## config.mk

```make
export PLATFORM = sky130hd
export DESIGN_NAME = smbus_idx_target
export DESIGN_NICKNAME = d
export VERILOG_FILES = /design/src/rtl/smb_idx_pkg.sv /design/src/rtl/smb_bus_sync.sv /design/src/rtl/smb_ctrl.sv /design/src/rtl/smb_regfile.sv /design/src/rtl/smbus_idx_target.sv
export SDC_FILE = /design/constraint.sdc
export NUM_CORES = 1
export LEC_CHECK = 0
export BUFFER_PORTS_ARGS = -buffer_cell sky130_fd_sc_hd__buf_4
export CORE_ASPECT_RATIO = 0.5
export CORE_MARGIN = 3
export CORE_UTILIZATION = 35
export CTS_CLUSTER_SIZE = 12
export DETAILED_ROUTE_END_ITERATION = 8
export GPL_TIMING_DRIVEN = 0
export PLACE_DENSITY = 0.61
export SYNTH_ARGS = -nofsm -noshare
export SYNTH_HDL_FRONTEND = slang
export SYNTH_HIERARCHICAL = 1
export SYNTH_SLANG_ARGS = --single-unit
```

## constraint.sdc

```tcl
create_clock -name clk -period 3.74 [get_ports clk]
set_clock_uncertainty 0.15 [all_clocks]
set_input_delay 0 -clock clk [delete_from_list [all_inputs] [get_ports clk]]
set_output_delay 0 -clock clk [all_outputs]
set_load 0.1 [all_outputs]
```

## src/rtl/smb_idx_pkg.sv

```systemverilog
`timescale 1ns/1ps
package smb_idx_pkg;

  // Bus conditions seen after synchronisation, one-cycle pulses
  typedef struct packed {
    logic sclRise;
    logic sclFall;
    logic startSeen;
    logic stopSeen;
    logic sdaBit;
  } busEvt_t;

  // Strobes from control to the register datapath
  typedef struct packed {
    logic       setOffset;
    logic       wrData;
    logic       rdAdvance;
    logic [7:0] rxByte;
  } dpStrobe_t;

  typedef enum logic [2:0] {
    ST_IDLE,
    ST_ADDR,
    ST_OFFS,
    ST_CNT,
    ST_WDATA,
    ST_TX,
    ST_IGNORE
  } ctlState_t;

endpackage

```

## src/rtl/smb_bus_sync.sv

```systemverilog
`timescale 1ns/1ps
module smb_bus_sync
  import smb_idx_pkg::*;
#(
  parameter int SYNC_STAGES = 2
) (
  input  logic    clk,
  input  logic    rstN,
  input  logic    sclIn,
  input  logic    sdaIn,
  output busEvt_t evt
);

  localparam int MSB = SYNC_STAGES - 1;

  logic [SYNC_STAGES-1:0] sclSh;
  logic [SYNC_STAGES-1:0] sdaSh;
  logic sclQ;
  logic sdaQ;

  always_ff @(posedge clk or negedge rstN) begin
    if (!rstN) begin
      sclSh <= '1;
      sdaSh <= '1;
      sclQ  <= 1'b1;
      sdaQ  <= 1'b1;
    end else begin
      sclSh <= {sclSh[SYNC_STAGES-2:0], sclIn};
      sdaSh <= {sdaSh[SYNC_STAGES-2:0], sdaIn};
      sclQ  <= sclSh[MSB];
      sdaQ  <= sdaSh[MSB];
    end
  end

  always_comb begin
    evt.sclRise   = sclSh[MSB] & ~sclQ;
    evt.sclFall   = ~sclSh[MSB] & sclQ;
    evt.startSeen = sclSh[MSB] & sclQ & sdaQ & ~sdaSh[MSB];
    evt.stopSeen  = sclSh[MSB] & sclQ & ~sdaQ & sdaSh[MSB];
    evt.sdaBit    = sdaSh[MSB];
  end

endmodule

```

## src/rtl/smb_ctrl.sv

```systemverilog
`timescale 1ns/1ps
module smb_ctrl
  import smb_idx_pkg::*;
#(
  parameter logic [6:0] DEV_ADDR = 7'h69
) (
  input  logic       clk,
  input  logic       rstN,
  input  busEvt_t    evt,
  input  logic [7:0] countByte,
  input  logic [7:0] rdByte,
  output dpStrobe_t  strb,
  output logic       sdaPullLow
);

  ctlState_t  state;
  logic [3:0] bitCnt;
  logic       inAck;
  logic [7:0] rxSh;
  logic [7:0] txSh;
  logic [7:0] remain;
  logic       txIsCount;
  logic       sendNext;
  logic       setOffQ;
  logic       wrQ;
  logic       advQ;

  assign strb.setOffset = setOffQ;
  assign strb.wrData    = wrQ;
  assign strb.rdAdvance = advQ;
  assign strb.rxByte    = rxSh;

  always_ff @(posedge clk or negedge rstN) begin
    if (!rstN) begin
      state      <= ST_IDLE;
      bitCnt     <= '0;
      inAck      <= 1'b0;
      rxSh       <= '0;
      txSh       <= '0;
      remain     <= '0;
      txIsCount  <= 1'b0;
      sendNext   <= 1'b0;
      setOffQ    <= 1'b0;
      wrQ        <= 1'b0;
      advQ       <= 1'b0;
      sdaPullLow <= 1'b0;
    end else begin
      setOffQ <= 1'b0;
      wrQ     <= 1'b0;
      advQ    <= 1'b0;
      if (evt.stopSeen) begin
        state      <= ST_IDLE;
        sdaPullLow <= 1'b0;
        inAck      <= 1'b0;
        bitCnt     <= '0;
        sendNext   <= 1'b0;
      end else if (evt.startSeen) begin
        state      <= ST_ADDR;
        sdaPullLow <= 1'b0;
        inAck      <= 1'b0;
        bitCnt     <= '0;
        sendNext   <= 1'b0;
      end else begin
        case (state)
          ST_IDLE, ST_IGNORE: begin
          end
          ST_TX: begin
            if (evt.sclRise) begin
              if (bitCnt < 4'd8) begin
                txSh   <= {txSh[6:0], 1'b0};
                bitCnt <= bitCnt + 4'd1;
              end else begin
                // host acknowledge slot
                if (!txIsCount) advQ <= 1'b1;
                txIsCount <= 1'b0;
                if (evt.sdaBit) begin
                  state <= ST_IGNORE;
                end else begin
                  sendNext <= 1'b1;
                  bitCnt   <= '0;
                end
              end
            end else if (evt.sclFall) begin
              if (sendNext) begin
                txSh       <= rdByte;
                sdaPullLow <= ~rdByte[7];
                sendNext   <= 1'b0;
              end else if (bitCnt < 4'd8) begin
                sdaPullLow <= ~txSh[7];
              end else begin
                sdaPullLow <= 1'b0;
              end
            end
          end
          default: begin
            if (evt.sclRise && !inAck && bitCnt < 4'd8) begin
              rxSh   <= {rxSh[6:0], evt.sdaBit};
              bitCnt <= bitCnt + 4'd1;
            end else if (evt.sclFall && bitCnt == 4'd8) begin
              if (!inAck) begin
                case (state)
                  ST_ADDR: begin
                    if (rxSh[7:1] == DEV_ADDR) begin
                      inAck      <= 1'b1;
                      sdaPullLow <= 1'b1;
                    end else begin
                      state <= ST_IGNORE;
                    end
                  end
                  ST_OFFS: begin
                    inAck      <= 1'b1;
                    sdaPullLow <= 1'b1;
                    setOffQ    <= 1'b1;
                  end
                  ST_CNT: begin
                    if (rxSh == 8'h00) begin
                      state <= ST_IGNORE;
                    end else begin
                      inAck      <= 1'b1;
                      sdaPullLow <= 1'b1;
                      remain     <= rxSh;
                    end
                  end
                  ST_WDATA: begin
                    if (remain != 8'h00) begin
                      inAck      <= 1'b1;
                      sdaPullLow <= 1'b1;
                      wrQ        <= 1'b1;
                      remain     <= remain - 8'd1;
                    end else begin
                      state <= ST_IGNORE;
                    end
                  end
                  default: begin
                  end
                endcase
              end else begin
                inAck      <= 1'b0;
                bitCnt     <= '0;
                sdaPullLow <= 1'b0;
                case (state)
                  ST_ADDR: begin
                    if (rxSh[0]) begin
                      state      <= ST_TX;
                      txSh       <= countByte;
                      sdaPullLow <= ~countByte[7];
                      txIsCount  <= 1'b1;
                      sendNext   <= 1'b0;
                    end else begin
                      state <= ST_OFFS;
                    end
                  end
                  ST_OFFS: state <= ST_CNT;
                  ST_CNT:  state <= ST_WDATA;
                  default: begin
                  end
                endcase
              end
            end
          end
        endcase
      end
    end
  end

  // SDA moves only after an SCL fall or a bus condition
  assert_sda_edge_R13: assert property (@(posedge clk) disable iff (!rstN)
    !$stable(sdaPullLow) |-> $past(evt.sclFall || evt.startSeen || evt.stopSeen));

  assert_stop_release_R6: assert property (@(posedge clk) disable iff (!rstN)
    evt.stopSeen |=> (!sdaPullLow && state == ST_IDLE));

  assert_start_addr_R1: assert property (@(posedge clk) disable iff (!rstN)
    (evt.startSeen && !evt.stopSeen) |=> (state == ST_ADDR && !sdaPullLow));

  assert_zero_count_R3: assert property (@(posedge clk) disable iff (!rstN)
    (state == ST_WDATA && $past(state) == ST_CNT) |-> (remain != 8'h00));

endmodule

```

## src/rtl/smb_regfile.sv

```systemverilog
`timescale 1ns/1ps
module smb_regfile
  import smb_idx_pkg::*;
#(
  parameter int         ADDR_W     = 6,
  parameter int         IMPL_REGS  = 14,
  parameter int         COUNT_OFS  = 8,
  parameter int         STRAP_OFS  = 6,
  parameter int         ID_OFS     = 7,
  parameter logic [7:0] COUNT_RST  = 8'h08,
  parameter logic [7:0] ID_VAL     = 8'h05,
  parameter logic [7:0] DEVREV_VAL = 8'h20,
  parameter logic [7:0] DEVID_VAL  = 8'h15
) (
  input  logic                   clk,
  input  logic                   rstN,
  input  logic [2:0]             strapIn,
  input  dpStrobe_t              strb,
  output logic [7:0]             rdByte,
  output logic [7:0]             countByte,
  output logic [IMPL_REGS*8-1:0] ctrlRegs
);

  localparam int DEPTH      = 1 << ADDR_W;
  localparam int DEVREV_OFS = DEPTH - 2;
  localparam int DEVID_OFS  = DEPTH - 1;

  function automatic logic [7:0] rstVal(input int idx);
    if (idx == COUNT_OFS) return COUNT_RST;
    case (idx)
      0:       return 8'hFF;
      1:       return 8'hFE;
      2:       return 8'hFF;
      4:       return 8'h0F;
      6:       return 8'h38;
      9:       return 8'h11;
      10:      return 8'h96;
      11:      return 8'h96;
      12:      return 8'hA7;
      default: return 8'h00;
    endcase
  endfunction

  logic [ADDR_W-1:0] ptr;
  logic [2:0]        strapQ;
  logic [7:0]        viewB [IMPL_REGS];

  // straps follow the pins while reset is held, then freeze
  always_ff @(posedge clk) begin
    if (!rstN) strapQ <= strapIn;
  end

  always_ff @(posedge clk or negedge rstN) begin
    if (!rstN) begin
      ptr <= '0;
    end else if (strb.setOffset) begin
      ptr <= strb.rxByte[ADDR_W-1:0];
    end else if (strb.wrData || strb.rdAdvance) begin
      ptr <= ptr + ADDR_W'(1);
    end
  end

  for (genvar g = 0; g < IMPL_REGS; g++) begin : gReg
    localparam logic [7:0] RV = rstVal(g);
    if (g == ID_OFS) begin : gId
      assign viewB[g] = ID_VAL;
    end else if (g == STRAP_OFS) begin : gStrap
      logic [7:3] hiQ;
      always_ff @(posedge clk or negedge rstN) begin
        if (!rstN) hiQ <= RV[7:3];
        else if (strb.wrData && ptr == ADDR_W'(g)) hiQ <= strb.rxByte[7:3];
      end
      assign viewB[g] = {hiQ, strapQ};
    end else begin : gPlain
      logic [7:0] q;
      always_ff @(posedge clk or negedge rstN) begin
        if (!rstN) q <= RV;
        else if (strb.wrData && ptr == ADDR_W'(g)) q <= strb.rxByte;
      end
      assign viewB[g] = q;
    end
    assign ctrlRegs[g*8 +: 8] = viewB[g];
  end

  always_comb begin
    rdByte = 8'h00;
    if (ptr == ADDR_W'(DEVREV_OFS)) begin
      rdByte = DEVREV_VAL;
    end else if (ptr == ADDR_W'(DEVID_OFS)) begin
      rdByte = DEVID_VAL;
    end else begin
      for (int i = 0; i < IMPL_REGS; i++) begin
        if (ptr == ADDR_W'(i)) rdByte = viewB[i];
      end
    end
  end

  assign countByte = viewB[COUNT_OFS];

  assert_strobe_onehot_R2: assert property (@(posedge clk) disable iff (!rstN)
    $onehot0({strb.setOffset, strb.wrData, strb.rdAdvance}));

  assert_ptr_wrap_R11: assert property (@(posedge clk) disable iff (!rstN)
    ((strb.wrData || strb.rdAdvance) && !strb.setOffset && ptr == {ADDR_W{1'b1}})
      |=> (ptr == '0));

endmodule

```

## src/rtl/smbus_idx_target.sv

```systemverilog
`timescale 1ns/1ps
module smbus_idx_target
  import smb_idx_pkg::*;
#(
  parameter logic [6:0] DEV_ADDR    = 7'h69,
  parameter int         ADDR_W      = 6,
  parameter int         IMPL_REGS   = 14,
  parameter int         SYNC_STAGES = 2
) (
  input  logic                   clk,
  input  logic                   rstN,
  input  logic                   sclIn,
  input  logic                   sdaIn,
  input  logic [2:0]             strapIn,
  output logic                   sdaPullLow,
  output logic [IMPL_REGS*8-1:0] ctrlRegs
);

  busEvt_t    evt;
  dpStrobe_t  strb;
  logic [7:0] rdByte;
  logic [7:0] countByte;

  smb_bus_sync #(.SYNC_STAGES(SYNC_STAGES)) sync_i (
    .clk(clk), .rstN(rstN), .sclIn(sclIn), .sdaIn(sdaIn), .evt(evt)
  );

  smb_ctrl #(.DEV_ADDR(DEV_ADDR)) ctrl_i (
    .clk(clk), .rstN(rstN), .evt(evt), .countByte(countByte),
    .rdByte(rdByte), .strb(strb), .sdaPullLow(sdaPullLow)
  );

  smb_regfile #(.ADDR_W(ADDR_W), .IMPL_REGS(IMPL_REGS)) regs_i (
    .clk(clk), .rstN(rstN), .strapIn(strapIn), .strb(strb),
    .rdByte(rdByte), .countByte(countByte), .ctrlRegs(ctrlRegs)
  );

endmodule

```

==> results of run 1 <==
## sequential cells by signal (all words and copies together), names as in the netlist, 2 cells and up
signal / cells
ctrl_i/state: 3
ctrl_i/txSh: 8
regs_i/ptr: 6
ctrl_i/bitCnt: 4
regs_i/gReg.gPlain.q: 88
regs_i/countByte: 8
sync_i/sdaSh: 2
regs_i/gReg.gStrap.hiQ: 5
ctrl_i/remain: 8
regs_i/strapQ: 3
ctrl_i/rxSh: 8
sync_i/sclSh: 2
## worst paths after layout
path | start | endpoint | slack, ns | cells past startpoint
setup / recovery | regs_i/ptr[1]$_DFFE_PN0P_ | ctrl_i/sdaPullLow$_DFFE_PN0P_ | 0.20 | 12
hold / removal | sdaIn | sync_i/sdaSh[0]$_DFF_PN1_ | 0.07 | 2
setup reg to reg | regs_i/ptr[1]$_DFFE_PN0P_ | ctrl_i/sdaPullLow$_DFFE_PN0P_ | 0.20 | 12
hold reg to reg | sync_i/sdaSh[0]$_DFF_PN1_ | sync_i/sdaSh[1]$_DFF_PN1_ | 0.21 | 0
max in group asynchronous | rstN | regs_i/gReg[0].gPlain.q[0]$_DFFE_PN1P_ | 2.81 | 3
min in group asynchronous | rstN | regs_i/gReg[10].gPlain.q[2]$_DFFE_PN1P_ | 0.12 | 2
## metrics by stage
| stage | area, um^2 | worst slack (ns) | hold WS [ns] |
|---|---|---|---|
| 2_1_floorplan | 8460 | 0.834 | -0.446 |
| 3_3_place_gp | 9680 | 0.149 | -0.0381 |
| 3_5_place_dp | 9710 | 0.109 | -0.131 |
| 4_1_cts | 10400 | 0.0827 | 0.0544 |
| 5_1_grt | 10400 | 0.0622 | 0.0609 |
| 6_report | 10400 | 0.203 | 0.0694 |
## where the power goes
part / switching (W) / internal, W
sequential: 0.000149 / 0.00174
clock: 0.000765 / 0.00102
combinational: 0.000541 / 0.000261
## cell usage in the layout (no fill, tap or decap), types with 6 or more instances in the layout
cell and n:
sky130_fd_sc_hd__nor3_1 21, sky130_fd_sc_hd__a221oi_1 12, sky130_fd_sc_hd__conb_1 8, sky130_fd_sc_hd__o31ai_1 6
sky130_fd_sc_hd__o21ai_0 43, sky130_fd_sc_hd__nand2_1 61, sky130_fd_sc_hd__nor2b_1 9, sky130_fd_sc_hd__o211ai_1 8
sky130_fd_sc_hd__dfstp_2 52, sky130_fd_sc_hd__nand3b_1 6, sky130_fd_sc_hd__inv_1 12, sky130_fd_sc_hd__clkbuf_16 17
sky130_fd_sc_hd__buf_4 138, sky130_fd_sc_hd__dlygate4sd3_1 6, sky130_fd_sc_hd__mux2i_1 9, sky130_fd_sc_hd__and3_1 11
sky130_fd_sc_hd__ha_1 10, sky130_fd_sc_hd__a22oi_1 7, sky130_fd_sc_hd__o221ai_1 8, sky130_fd_sc_hd__dfrtp_1 99
sky130_fd_sc_hd__nor2_1 48, sky130_fd_sc_hd__inv_6 6, sky130_fd_sc_hd__a21oi_1 42, sky130_fd_sc_hd__mux2_2 113
sky130_fd_sc_hd__nand3_1 11, sky130_fd_sc_hd__clkbuf_1 13, sky130_fd_sc_hd__nand2b_1 8, sky130_fd_sc_hd__buf_2 17
sky130_fd_sc_hd__o22ai_1 7
## layout make-up
| type | count | share of cell area, % |
|---|---|---|
| multi-input combinational | 556 | 39.5 |
| sequential | 154 | 37.8 |
| timing repair buffer | 121 | 9.22 |
| clock buffer | 18 | 4.22 |
| tap | 307 | 3.69 |
| buffer | 61 | 3.63 |
| clock inverter | 14 | 1.54 |
| inverter | 13 | 0.469 |
## per-layer routing
metal | wire, um | part of all wire [%] | up-vias | track usage [%]
li1 | - | - | 3145 | -
met1 | 11800 | 45 | 3477 | 27.9
met2 | 12500 | 48 | 213 | 33.2
met3 | 1430 | 5.5 | 32 | 3.52
met4 | 331 | 1.3 | 0 | 4.52
met5 | 0 | 0 | - | 0
## repair_timing
item                                    in CTS  in global routing
buffers inserted                             0                  2
resized for setup                            0                  1
hold buffers                                 7                  0
hold endpoints to repair                   130                  0
endpoints found under the setup margin       0                  2
## cell families after synthesis
logic type / share of synthesized area [%]
buf+inv: 5.05
mux: 16.1
fa+ha+maj: 1.48
xor+xnor: 0.519
other cells: 0.0890
simple gates: 15.0
compound gates: 15.1
flops: 46.6
==> results.json, run 1 <==
{
  "synth_seq_area_share_pct": 46.6,
  "detailed_place_hpwl_mm": 18.7,
  "total_area_of_multi_input_combinational_cells_um2": 4110,
  "total_clock_buffers_created_by_cts": 17,
  "crit_required_ns": 3.90,
  "drive_above_1_share_pct": 42.2,
  "diodes": 0,
  "seqCellArea_um2": 3930,
  "hold_violations": 0,
  "synth.top_cell.area_share_pct": 29.3,
  "synth_cell_types": 86,
  "initial_core_util_pct": 36.3,
  "ant_nets": 0,
  "clock_network_latency_to_the_later_pin_of_the_worst_skew_pair_ns": 0.43,
  "routedWlPerCell_um": 21.0,
  "critPathCaptureType": "flop",
  "maximum_number_of_pins_on_one_net_before_global_route_repair": 94,
  "outcome": "completed",
  "netlist_top_cells_count": "sky130_fd_sc_hd__mux2_2 (113), sky130_fd_sc_hd__dfrtp_1 (99), sky130_fd_sc_hd__nand2_1 (61)",
  "grt_usage_pct": 20.1,
  "leakage_nw": 4.76,
  "drt-vias-per-instance": 5.52,
  "post-synth-top-area-cell": "sky130_fd_sc_hd__dfrtp_1",
  "relSlewSlack_pct": 49.0,
  "clk_pin_slew_worst_paths_ns": 0.07,
  "synthArstFlopShare_pct": 98.1,
  "dominant_synthesized_flop_cell": "sky130_fd_sc_hd__dfrtp_1",
  "number_of_cells_after_detailed_placement": 1203,
  "fin_nets": 941,
  "coreArea_um2": 23200,
  "critical_path.startpoint_type": "flop",
  "crit_arrival_ns": 3.70,
  "cp.buffers_inverters": 2,
  "maximum_achievable_frequency_ghz": 0.283,
  "timing_worst_slew_pin_value_ns": 0.766,
  "die_h_um": 116,
  "cpLargestDelayFamily": "simple AND/OR/NAND/NOR gates",
  "ctsRootBufferMaster": "sky130_fd_sc_hd__clkbuf_16",
  "final_cell_count_no_fill": 1244,
  "die_x_um": 226,
  "layout.core_utilization_pct": 44.8,
  "syn-cell-area_um2": 8440,
  "synthesis.area_per_instance_um2": 10.9,
  "router_iterations_before_antenna_repair": 5,
  "power.total_w": 0.00447,
  "p_per_area_nw_per_um2": 429,
  "max_stage_delay_ns": 0.43,
  "worst-setup-path-type": "flop to flop",
  "setup-violations-final": 0,
  "cts_tree": "built",
  "vdd.ir_drop.worst_mv": 0.310,
  "remaining_drc_errors": 0,
  "area_growth_pct": 23.4,
  "worst-path-max-fanout": 7,
  "vias": 6867,
  "pin_count": 120,
  "drt-total-wl_mm": 26.1,
  "setup-tns-final_ns": 0,
  "worst_hold_path_type": "input port to flop",
  "synthTopCellsByArea": "sky130_fd_sc_hd__dfrtp_1 (29%), sky130_fd_sc_hd__dfstp_2 (16%), sky130_fd_sc_hd__mux2_2 (15%)",
  "clock_period_minus_worst_slack_ns": 3.54,
  "grt_antenna_before_repair": 0,
  "finalWeightedCongestion": 0.929,
  "clock_tree.buffer_depth": 2,
  "remaining_global_route_overflow": 0,
  "grt_setup_unrepaired": "no",
  "netlist_instances": 778,
  "yosysWarningCount": 6,
  "htree_levels": 4,
  "global_route_wire_length_before_repair_mm": 40.0,
  "maxSlewViolCount": 0,
  "post-synth-top-count-cell": "sky130_fd_sc_hd__mux2_2",
  "die_area_um2": 26100,
  "number_of_global_route_vias_before_repair": 6619,
  "num_rows": 39,
  "cts.sinks": 154,
  "final.fill_count": 2226,
  "synth-edff-count": 3,
  "crit_chain": "inv_1, ha_1, or3b_1, buf_2, nor3_4, a221oi_1, nor2_1, o221ai_1, o311ai_1, nor2b_1, o311a_1, mux2_2",
  "first_iter_violations": 528,
  "drv_cap": 0,
  "critical-path-slowest-cell": "sky130_fd_sc_hd__dfrtp_1",
  "portBuffers": 111,
  "yosys_register_bits": 154,
  "final_min_period_over_clock_period_pct": 94.6
}
Power figures use the tool's default switching activity.
==> run 2, diff against run 1 <==
--- a/config.mk
+++ b/config.mk
@@ -12,8 +12,9 @@
 export CTS_CLUSTER_SIZE = 12
 export DETAILED_ROUTE_END_ITERATION = 8
 export GPL_TIMING_DRIVEN = 0
-export PLACE_DENSITY = 0.61
+export PLACE_DENSITY_LB_ADDON = 0.15
 export SYNTH_ARGS = -nofsm -noshare
 export SYNTH_HDL_FRONTEND = slang
 export SYNTH_HIERARCHICAL = 1
 export SYNTH_SLANG_ARGS = --single-unit
+export TNS_END_PERCENT = 20
==> results.json, run 2 (synthesis gave the netlist of run 1 again) <==
{
  "remaining_drc_errors": 0,
  "pin_count": 120,
  "grt_usage_pct": 21.0,
  "mostFrequentLayoutCells": "sky130_fd_sc_hd__buf_4 (136), sky130_fd_sc_hd__mux2_2 (113), sky130_fd_sc_hd__dfrtp_1 (99)",
  "area_growth_pct": 23.7,
  "drv_cap": 0,
  "final_area_um2": 10400,
  "die_x_um": 226,
  "initial_core_util_pct": 36.3,
  "critical-path-slowest-cell": "sky130_fd_sc_hd__nor4_4",
  "clock_tree.buffer_depth": 2,
  "critical_path.startpoint_type": "flop",
  "startpoint": "regs_i/ptr[0]$_DFFE_PN0P_",
  "worst_hold_startpoint": "sdaIn",
  "cts.sinks": 154,
  "ctsRootBufferMaster": "sky130_fd_sc_hd__clkbuf_16",
  "r2r_slack_ns": 0.15,
  "clk_pin_slew_worst_paths_ns": 0.06,
  "vdd.ir_drop.worst_mv": 0.305,
  "hold_violations": 0,
  "flip_flop_count_of_the_largest_register_after_layout": 88,
  "routedWlPerCell_um": 22.0,
  "maximum_number_of_pins_on_one_net_before_global_route_repair": 95,
  "htree_levels": 4,
  "diodes": 0,
  "grt_antenna_before_repair": 0,
  "final_min_period_over_clock_period_pct": 96.0,
  "finalWeightedCongestion": 0.868,
  "vias": 6910,
  "regToRegStartpoint": "regs_i/ptr[0]$_DFFE_PN0P_",
  "ant_nets": 0,
  "cts_tree": "built",
  "first_iter_violations": 628,
  "timing_worst_slew_pin_value_ns": 0.858,
  "maxSlewViolCount": 0,
  "clock_network_latency_to_the_later_pin_of_the_worst_skew_pair_ns": 0.44,
  "logic_depth_of_the_worst_register_to_register_path": 11,
  "outcome": "completed",
  "crit_chain": "inv_1, ha_1, or3b_4, nor4_4, a221oi_1, nor2_1, o221ai_1, o311ai_1, nor2b_1, o311a_1, mux2_2",
  "clock_period_minus_worst_slack_ns": 3.59,
  "setup-tns-final_ns": 0,
  "die_area_um2": 26100,
  "maximum_achievable_frequency_ghz": 0.279,
  "worst-setup-path-type": "flop to flop",
  "coreArea_um2": 23200,
  "grt_setup_unrepaired": "no",
  "num_rows": 39,
  "drive_above_1_share_pct": 42.0,
  "relSlewSlack_pct": 42.8,
  "seqCellArea_um2": 3930,
  "crit_required_ns": 3.91,
  "remaining_global_route_overflow": 0,
  "timing.rr.end": "ctrl_i/sdaPullLow$_DFFE_PN0P_",
  "setup-violations-final": 0,
  "number_of_global_route_vias_before_repair": 6695,
  "post_dp_cell_area_um2": 9710,
  "layout.cells.most_common": "sky130_fd_sc_hd__buf_4",
  "total_clock_buffers_created_by_cts": 17,
  "leakage_nw": 4.77,
  "drt-vias-per-instance": 5.56,
  "fin_nets": 940,
  "max_stage_delay_ns": 0.48,
  "router_iterations_before_antenna_repair": 5,
  "global_route_wire_length_before_repair_mm": 41.2,
  "worst_hold_path_type": "input port to flop",
  "final.fill_count": 2243,
  "worst-path-max-fanout": 8,
  "power.total_w": 0.00458,
  "crit_arrival_ns": 3.76,
  "endpoint": "ctrl_i/sdaPullLow$_DFFE_PN0P_",
  "portBuffers": 111,
  "register_name_with_the_most_flops": "regs_i/gReg.gPlain.q",
  "die_h_um": 116,
  "critPathCaptureType": "flop",
  "p_per_area_nw_per_um2": 438,
  "detailed_place_hpwl_mm": 19.6,
  "drt-total-wl_mm": 27.3,
  "total_area_of_multi_input_combinational_cells_um2": 4120
}
[run 2: changes by cell type in the layout (fill, tap and decap cells not counted), sizes merged]
cell	previous run	this run
inv	20	15
clkinvlp	3	2
dlygate4sd3	6	7
clkinv	2	4
bufinv	2	3
clkbuf	31	34
buf	163	161
[run 2: cell type report]
class                      count  area share (%)
multi-input combinational    556            39.4
clock buffer                  21            4.52
inverter                      13           0.467
clock inverter                11            1.51
tap                          307            3.68
timing repair buffer         120            9.14
sequential                   154            37.7
buffer                        61            3.62
[run 2: worst max-delay path, delay by kind of cell (launching register included)]
kind | cells | cell delay [ns]
compound gates | 4 | 1.00
fa+ha+maj | 1 | 0.28
buf+inv | 1 | 0.13
flops | 1 | 0.42
mux | 1 | 0.28
simple gates | 4 | 1.20
[run 2: worst min path at each step]
stage	endpoint	depth (start not counted)
6_report	sync_i/sdaSh[0]$_DFF_PN1_	2
2_1_floorplan	ctrl_i/advQ$_DFF_PN0_	0
4_1_cts	sync_i/sclSh[0]$_DFF_PN1_	2
5_1_grt	sync_i/sdaSh[0]$_DFF_PN1_	2
3_3_place_gp	sync_i/sclSh[0]$_DFF_PN1_	1
3_5_place_dp	regs_i/gReg[13].gPlain.q[2]$_DFFE_PN0P_	1
[run 2: power by group]
group / internal (W) / switching (W)
registers: 0.00174 / 0.000154
logic: 0.000263 / 0.000564
clock network: 0.00112 / 0.000744
[run 2: through the flow]
step	cells	worst slack [ns]	hold slack, ns	util [%]
after global routing	1243	0.0260	0.0691	45.0
after CTS	1243	0.114	0.0456	44.9
after detailed placement	1203	0.145	-0.121	41.8
after global placement	1202	0.143	-0.0407	41.7
final	1243	0.151	0.0620	45.0
after floorplan	784	0.834	-0.446	-
[run 2: routing by layer]
metal,wire [um],up-vias,track usage (%),share of wire (%)
li1,-,3147,-,-
met1,12600,3533,29.2,46
met2,12700,200,33.3,46
met3,1490,30,4.35,5.4
met4,502,0,6.59,1.8
met5,0,-,0,0
[run 2: what timing repair did]
| item | CTS | global route |
|---|---|---|
| buffers inserted | 0 | 0 |
| setup endpoints to repair | 0 | 3 |
| hold buffers | 8 | 0 |
| gates resized for setup | 0 | 3 |
| hold endpoints to repair | 131 | 0 |
